===== config.mk =====
export PLATFORM = sky130hd
export DESIGN_NAME = sio_shifter
export DESIGN_NICKNAME = d
export VERILOG_FILES = /design/src/rtl/sio_pkg.sv /design/src/rtl/sio_clkgen.sv /design/src/rtl/sio_sync_edge.sv /design/src/rtl/sio_shift_core.sv /design/src/rtl/sio_shifter.sv
export SDC_FILE = /design/constraint.sdc
export NUM_CORES = 1
export LEC_CHECK = 0
export ABC_AREA = 1
export BUFFER_PORTS_ARGS = -buffer_cell sky130_fd_sc_hd__buf_2
export CORE_ASPECT_RATIO = 1.2
export CORE_MARGIN = 4
export CORE_UTILIZATION = 40
export DETAILED_ROUTE_END_ITERATION = 6
export HOLD_SLACK_MARGIN = 0.03
export RECOVER_POWER = 25
export SYNTH_ARGS = -nofsm -noshare
export SYNTH_HDL_FRONTEND = slang
export SYNTH_SLANG_ARGS = --single-unit

===== constraint.sdc =====
create_clock -name clk_i -period 2.7 [get_ports clk_i]
set_clock_uncertainty 0.05 [all_clocks]
set_input_delay 0.54 -clock clk_i [delete_from_list [all_inputs] [get_ports clk_i]]
set_output_delay 0.54 -clock clk_i [all_outputs]
set_load 0.01 [all_outputs]

===== src/rtl/sio_pkg.sv =====
package sio_pkg;
  localparam int unsigned SEL_W = 4;

  localparam logic ADDR_DATA = 1'b0;
  localparam logic ADDR_CTRL = 1'b1;

  typedef struct packed {
    logic             master;
    logic [SEL_W-1:0] sel;
  } ctrl_t;
endpackage


===== src/rtl/sio_clkgen.sv =====
module sio_clkgen #(
  parameter int unsigned BASE_EXP = 4,
  parameter int unsigned STEPS    = 14
) (
  input  logic                      clk_i,
  input  logic                      rst_ni,
  input  logic                      run_i,
  input  logic                      restart_i,
  input  logic [sio_pkg::SEL_W-1:0] sel_i,
  input  logic                      tmr_i,
  output logic                      tick_o
);
  localparam int unsigned TOP_EXP = BASE_EXP + STEPS - 2;
  localparam int unsigned CW      = (TOP_EXP > 0) ? TOP_EXP : 1;

  logic [CW-1:0]    cnt_q;
  logic [STEPS-1:0] hit;
  logic             raw;

  always_ff @(posedge clk_i or negedge rst_ni) begin
    if (!rst_ni)        cnt_q <= '0;
    else if (restart_i) cnt_q <= '0;
    else if (run_i)     cnt_q <= cnt_q + 1'b1;
  end

  // step s toggles every 2^(BASE_EXP+s-1) cycles
  for (genvar s = 0; s < STEPS; s++) begin : g_step
    localparam int unsigned E = BASE_EXP + s - 1;
    if (E == 0) begin : g_every
      assign hit[s] = 1'b1;
    end else begin : g_mask
      assign hit[s] = &cnt_q[E-1:0];
    end
  end

  always_comb begin
    raw = hit[STEPS-1];
    if (sel_i == sio_pkg::SEL_W'(STEPS)) raw = tmr_i;
    else begin
      for (int s = 0; s < STEPS; s++)
        if (sel_i == sio_pkg::SEL_W'(s)) raw = hit[s];
    end
  end

  assign tick_o = run_i & raw;
endmodule


===== src/rtl/sio_sync_edge.sv =====
module sio_sync_edge (
  input  logic clk_i,
  input  logic rst_ni,
  input  logic async_i,
  output logic rise_o,
  output logic fall_o
);
  logic [2:0] sh_q;

  always_ff @(posedge clk_i or negedge rst_ni) begin
    if (!rst_ni) sh_q <= 3'b111;
    else         sh_q <= {sh_q[1:0], async_i};
  end

  assign rise_o = sh_q[1] & ~sh_q[2];
  assign fall_o = ~sh_q[1] & sh_q[2];
endmodule


===== src/rtl/sio_shift_core.sv =====
module sio_shift_core #(
  parameter int unsigned DATA_W = 8
) (
  input  logic              clk_i,
  input  logic              rst_ni,
  input  logic              load_i,
  input  logic [DATA_W-1:0] load_data_i,
  input  logic              rise_i,
  input  logic              fall_i,
  input  logic              sdi_i,
  output logic [DATA_W-1:0] data_o,
  output logic              sdo_o,
  output logic              last_o
);
  localparam int unsigned CNT_W = $clog2(DATA_W);

  logic [DATA_W-1:0] sreg_q;
  logic [CNT_W-1:0]  cnt_q;
  logic              sdo_q;
  logic              at_end;

  assign at_end = (cnt_q == CNT_W'(DATA_W - 1));

  always_ff @(posedge clk_i or negedge rst_ni) begin
    if (!rst_ni) begin
      sreg_q <= '0;
      cnt_q  <= '0;
      sdo_q  <= 1'b1;
    end else if (load_i) begin
      sreg_q <= load_data_i;
      cnt_q  <= '0;
    end else if (rise_i) begin
      sreg_q <= {sreg_q[DATA_W-2:0], sdi_i};
      cnt_q  <= at_end ? '0 : cnt_q + 1'b1;
    end else if (fall_i) begin
      sdo_q  <= sreg_q[DATA_W-1];
    end
  end

  assign data_o = sreg_q;
  assign sdo_o  = sdo_q;
  assign last_o = rise_i & ~load_i & at_end;
endmodule


===== src/rtl/sio_shifter.sv =====
module sio_shifter #(
  parameter int unsigned DATA_W       = 8,
  parameter int unsigned DIV_BASE_EXP = 4,
  parameter int unsigned DIV_STEPS    = 14
) (
  input  logic              clk_i,
  input  logic              rst_ni,
  input  logic              reg_we_i,
  input  logic              reg_addr_i,
  input  logic [DATA_W-1:0] reg_wdata_i,
  output logic [DATA_W-1:0] reg_rdata_o,
  input  logic              tmr_uflow_i,
  input  logic              sck_i,
  input  logic              sdi_i,
  output logic              sck_o,
  output logic              sck_oe_o,
  output logic              sdo_o,
  output logic              master_o,
  output logic              done_o
);
  import sio_pkg::*;

  localparam int unsigned CTRL_W = $bits(ctrl_t);

  ctrl_t             ctrl_q;
  logic              busy_q, sck_q, done_q;
  logic              load, start, tick, last;
  logic              m_rise, m_fall, s_rise, s_fall;
  logic [DATA_W-1:0] data;

  assign load  = reg_we_i & (reg_addr_i == ADDR_DATA);
  assign start = load & ctrl_q.master;

  always_ff @(posedge clk_i or negedge rst_ni) begin
    if (!rst_ni) ctrl_q <= '0;
    else if (reg_we_i && reg_addr_i == ADDR_CTRL)
      ctrl_q <= ctrl_t'(reg_wdata_i[CTRL_W-1:0]);
  end

  sio_clkgen #(.BASE_EXP(DIV_BASE_EXP), .STEPS(DIV_STEPS)) i_clkgen (
    .clk_i, .rst_ni,
    .run_i    (busy_q),
    .restart_i(start),
    .sel_i    (ctrl_q.sel),
    .tmr_i    (tmr_uflow_i),
    .tick_o   (tick)
  );

  sio_sync_edge i_sync (
    .clk_i, .rst_ni,
    .async_i(sck_i),
    .rise_o (s_rise),
    .fall_o (s_fall)
  );

  assign m_fall = busy_q & tick & sck_q;
  assign m_rise = busy_q & tick & ~sck_q;

  sio_shift_core #(.DATA_W(DATA_W)) i_core (
    .clk_i, .rst_ni,
    .load_i     (load),
    .load_data_i(reg_wdata_i),
    .rise_i     (ctrl_q.master ? m_rise : s_rise),
    .fall_i     (ctrl_q.master ? m_fall : s_fall),
    .sdi_i,
    .data_o     (data),
    .sdo_o,
    .last_o     (last)
  );

  always_ff @(posedge clk_i or negedge rst_ni) begin
    if (!rst_ni) begin
      busy_q <= 1'b0;
      sck_q  <= 1'b1;
      done_q <= 1'b0;
    end else begin
      if (!ctrl_q.master)   busy_q <= 1'b0;
      else if (start)       busy_q <= 1'b1;
      else if (last)        busy_q <= 1'b0;

      if (!ctrl_q.master || start) sck_q <= 1'b1;
      else if (busy_q && tick)     sck_q <= ~sck_q;

      if (load)      done_q <= 1'b0;
      else if (last) done_q <= 1'b1;
    end
  end

  assign reg_rdata_o = (reg_addr_i == ADDR_CTRL) ? DATA_W'(ctrl_q) : data;
  assign sck_o       = sck_q;
  assign sck_oe_o    = ctrl_q.master;
  assign master_o    = ctrl_q.master;
  assign done_o      = done_q;
endmodule



==> flow_summary.ini <==
[critical_path]
top_cell_family_by_delay_on_the_critical_path = simple AND/OR/NAND/NOR gates
cpMaxStageDelayCell = sky130_fd_sc_hd__dfrtp_1
timing.setup.critical_path_class = flop to flop
critical_path.startpoint_type = flop
timing.critical_path.to_type = flop
worstSetupStartpoint = i_clkgen.cnt_q[0]
timing.critical_path.cells = ha_1 -> ha_1 -> o21a_1 -> nand2_1 -> nand2_1 -> nand2_1 -> nand2_1 -> nand2_1 -> nand2_1 -> nand2_1 -> nand2_1 -> nand2_1 -> nand3_1 -> nand3_1 -> nand2_1 -> nand2_1 -> nand3_2 -> nand3_4 -> nand3_4 -> nand2_1 -> o21ai_2
crit_path_buffers_inverters = 0
crit_path_max_incr_delay_ps = 390
critPathRequiredTime_ps = 2830
critPathMaxFanout = 16
worst_ep_arrival_time_ps = 2540
r2r_start = i_clkgen.cnt_q[0]
cp_common_cell = sky130_fd_sc_hd__nand2_1

[synthesis]
main_combinational_cell_family_by_area_after_synthesis = simple AND/OR/NAND/NOR gates
synth_compound_area_share_pct = 14.37
synth_adder_area_share_pct = 3.217
synthSimpleGateAreaFrac_pct = 30.83
post_synth_xor_area_fraction_pct = 0.3753
async_reset_ff_share_pct = 100.0
synthFlopType = sky130_fd_sc_hd__dfrtp_1
yosys_register_bits = 39
yosys_cell_types = 33
mean_instance_size_in_the_synthesized_netlist_um2 = 7.431
post_synth_edffs = 0
synth_nets = 335
synth_warnings = 0
yosys-mux-area-fraction_pct = 0
post_synth_instance_area_um2 = 2333
yosysSeqAreaShare_pct = 42.09
postSynthCellCount = 314

[power]
irDropWorstVdd_v = 0.0002784
power.leakage_nw = 1.290
pwr_density_cell_nw_per_um2 = 577.1

[timing]
setup_viol = 0
finalCritPeriodShare_pct = 89.35
finalWorstPathRequiredPeriod_ps = 2412
finalMaxSlewViolations = 40
rsz0062_at_grt = false
timing.final.hold_violations = 0
slew_headroom_pct = -44.40
max_freq_mhz = 414.5
fin_setup_tns_ps = 0
tightestPinTransition_ps = 2166

[global_routing]
grt_first_pass_wirelength_um = 9108
antenna_violations_before_repair = 0
grtUsageTotal_pct = 15.96
globalRouteOverflowTotal = 0
grt_pass1_vias = 2027
grt_max_degree = 40

[clocking]
path_clk_slew_ps = 80
ctsHoldBuffers = 0
cts_buffers = 5
cts-root-to-sink-buffers = 2
clock_sinks = 39
cts.htree.levels = 2
clock_latency_reported_for_the_late_side_of_the_worst_skew_pair_ps = 290
ctsResizeCount = 0
cts_tree = done
cts.repair_timing.setup_buffer_count = 0
cts_root_buffer = sky130_fd_sc_hd__clkbuf_8

[drt]
detailroute.via_count = 2018
drt_pre_antenna_iters = 4
detail-route-antenna-nets = 0
remaining_drc_errors = 0
drt-initial-drc-count = 64
drt-wirelength-per-cell_um = 11.83
drt-vias-per-instance = 4.737
routed_wire_length_um = 5038

[layout]
antennaDiodeCount = 0
final_layout_size_suffix_gt1_share_pct = 19.08
total_nets_final = 366
syn_to_final_growth_pct = 12.81
layout_cell_area_excl_fill_um2 = 2633

[run]
max-cap-violations = 1

[placement]
dp_hpwl_um = 3816
placement.io_buffers = 27
gp_congestion = 0.8253
dpl_cell_area_um2 = 2551

[floorplanning]
initial_cell_density_of_the_core_pct = 41.17
floorplan.die.height_um = 91.67
die_width_um = 77.73
rows = 30
floorplan.io_pins = 28
die_area_um2 = 7125
core_area_um2 = 5668

[run_status]
run_status = complete, but fails checks
violated_checks = capacitance limit, slew limit

[worst_hold_path]
hold_start = sck_i
min_path_type = primary input to flop
stage by stage:
stage          utilization [%]  instances  worst slack (ps)  hold slack, ps  power, W
2_1_floorplan                -        314             478.5           194.4  0.001031
3_3_place_gp             45.01        418             324.1           296.2  0.001151
3_5_place_dp             45.01        418             296.9           297.2  0.001155
4_1_cts                  46.45        426             273.0           280.9  0.001549
5_1_grt                  46.45        426             18.30           286.2  0.001637
6_report                 46.45        426             287.6           295.8  0.001519
per-layer routing:
layer  vias up  track usage [%]  wire length [um]
met5         -                0                 0
met4         0            5.786                80
met3         7            3.143               196
met2        30            27.43              2479
met1       917            19.64              2282
li1       1064                -                 -
cell usage after synthesis (2+ instances only):
cell / n / area (um2)
sky130_fd_sc_hd__a21oi_1: 19 / 95.09
sky130_fd_sc_hd__nor2_2: 2 / 12.51
sky130_fd_sc_hd__nand3_2: 2 / 20.02
sky130_fd_sc_hd__nor3_1: 5 / 25.02
sky130_fd_sc_hd__o21ai_1: 2 / 10.01
sky130_fd_sc_hd__nand3_4: 2 / 35.03
sky130_fd_sc_hd__clkbuf_1: 4 / 15.01
sky130_fd_sc_hd__o21ai_0: 25 / 125.1
sky130_fd_sc_hd__o21ai_2: 8 / 70.07
sky130_fd_sc_hd__nand2_2: 5 / 31.28
sky130_fd_sc_hd__nand3_1: 19 / 95.09
sky130_fd_sc_hd__nand2_1: 78 / 292.8
sky130_fd_sc_hd__dfrtp_1: 34 / 850.8
sky130_fd_sc_hd__dfstp_2: 5 / 131.4
sky130_fd_sc_hd__inv_1: 40 / 150.1
sky130_fd_sc_hd__nor2_1: 36 / 135.1
sky130_fd_sc_hd__ha_1: 6 / 75.07
sky130_fd_sc_hd__nor2_4: 3 / 33.78
sky130_fd_sc_hd__a31oi_1: 2 / 12.51
sky130_fd_sc_hd__nand4_1: 2 / 12.51
sky130_fd_sc_hd__inv_2: 3 / 11.26
path summary, 6_finish.rpt:
kind                                      to  slack, ps  cells after the start
setup / recovery            i_core.data_o[3]        290                     21
hold / removal                i_sync.sh_q[0]        300                      1
setup reg to reg            i_core.data_o[3]        290                     21
hold reg to reg               i_sync.sh_q[1]        310                      0
max in group asynchronous           master_o        540                      1
min in group asynchronous  i_clkgen.cnt_q[8]        830                      1
flip-flops by register name, indices dropped and copies added (netlist names):
signal,cells
ctrl_q,4
master_o,1
i_core.sdo_o,1
i_clkgen.cnt_q,16
busy_q,1
i_core.data_o,8
done_o,1
i_sync.sh_q,3
i_core.cnt_q,3
sck_o,1
worst reg2reg max path: stages (launching register included):
cell and delay, ps:
sky130_fd_sc_hd__dfrtp_1 390, sky130_fd_sc_hd__ha_1 220, sky130_fd_sc_hd__ha_1 180, sky130_fd_sc_hd__o21a_1 180, sky130_fd_sc_hd__nand2_1 60, sky130_fd_sc_hd__nand2_1 50
sky130_fd_sc_hd__nand2_1 50, sky130_fd_sc_hd__nand2_1 40, sky130_fd_sc_hd__nand2_1 50, sky130_fd_sc_hd__nand2_1 40, sky130_fd_sc_hd__nand2_1 50, sky130_fd_sc_hd__nand2_1 50
sky130_fd_sc_hd__nand2_1 50, sky130_fd_sc_hd__nand3_1 60, sky130_fd_sc_hd__nand3_1 70, sky130_fd_sc_hd__nand2_1 50, sky130_fd_sc_hd__nand2_1 60, sky130_fd_sc_hd__nand3_2 100
sky130_fd_sc_hd__nand3_4 100, sky130_fd_sc_hd__nand3_4 200, sky130_fd_sc_hd__nand2_1 140, sky130_fd_sc_hd__o21ai_2 60
kinds of logic after synthesis:
family,after synthesis
compound gates,59
xor+xnor,1
fa+ha+maj,6
buf+inv,51
flops,39
simple gates,158
area by class of cell:
cell class	instances	area, um2
multi-input combinational	224	1141
sequential	39	982.2
tap	80	100.1
clock inverter	1	5.005
clock buffer	7	76.32
fill	594	3035
inverter	44	165.2
timing repair buffer	31	162.7
cell usage in the layout (no fill, tap or decap):
cell type                  instances
sky130_fd_sc_hd__nand4_1           2
sky130_fd_sc_hd__clkinv_2          1
sky130_fd_sc_hd__o21ai_2           8
sky130_fd_sc_hd__nand3_1          19
sky130_fd_sc_hd__clkbuf_1          4
sky130_fd_sc_hd__nand3_2           2
sky130_fd_sc_hd__nor2_1           35
sky130_fd_sc_hd__dfstp_2           4
sky130_fd_sc_hd__o21a_1            1
sky130_fd_sc_hd__a211oi_1          1
sky130_fd_sc_hd__dfstp_1           1
sky130_fd_sc_hd__dfrtp_1          34
sky130_fd_sc_hd__clkinv_1          1
sky130_fd_sc_hd__o21ai_0          25
sky130_fd_sc_hd__or2_2             1
sky130_fd_sc_hd__ha_1              6
sky130_fd_sc_hd__o21ai_1           2
sky130_fd_sc_hd__a21oi_1          19
sky130_fd_sc_hd__xor2_1            1
sky130_fd_sc_hd__nor4_1            1
sky130_fd_sc_hd__o31ai_1           1
sky130_fd_sc_hd__inv_2             3
sky130_fd_sc_hd__nand2_1          78
sky130_fd_sc_hd__buf_2            25
sky130_fd_sc_hd__a31oi_1           2
sky130_fd_sc_hd__inv_1            40
sky130_fd_sc_hd__buf_4             4
sky130_fd_sc_hd__clkbuf_8          5
sky130_fd_sc_hd__nor3_1            5
sky130_fd_sc_hd__and3_1            1
sky130_fd_sc_hd__nand2_2           5
sky130_fd_sc_hd__nor2_4            3
sky130_fd_sc_hd__nor3b_1           1
sky130_fd_sc_hd__nor2_2            3
sky130_fd_sc_hd__nand3_4           2
power by group:
part	switching (W)	total [W]	internal [W]
Clock	0.000202	0.000384	0.000181
Combinational	0.000259	0.000406	0.000146
Sequential	0.0000550	0.000730	0.000675
Note: power is estimated with default switching activity, not from simulation.
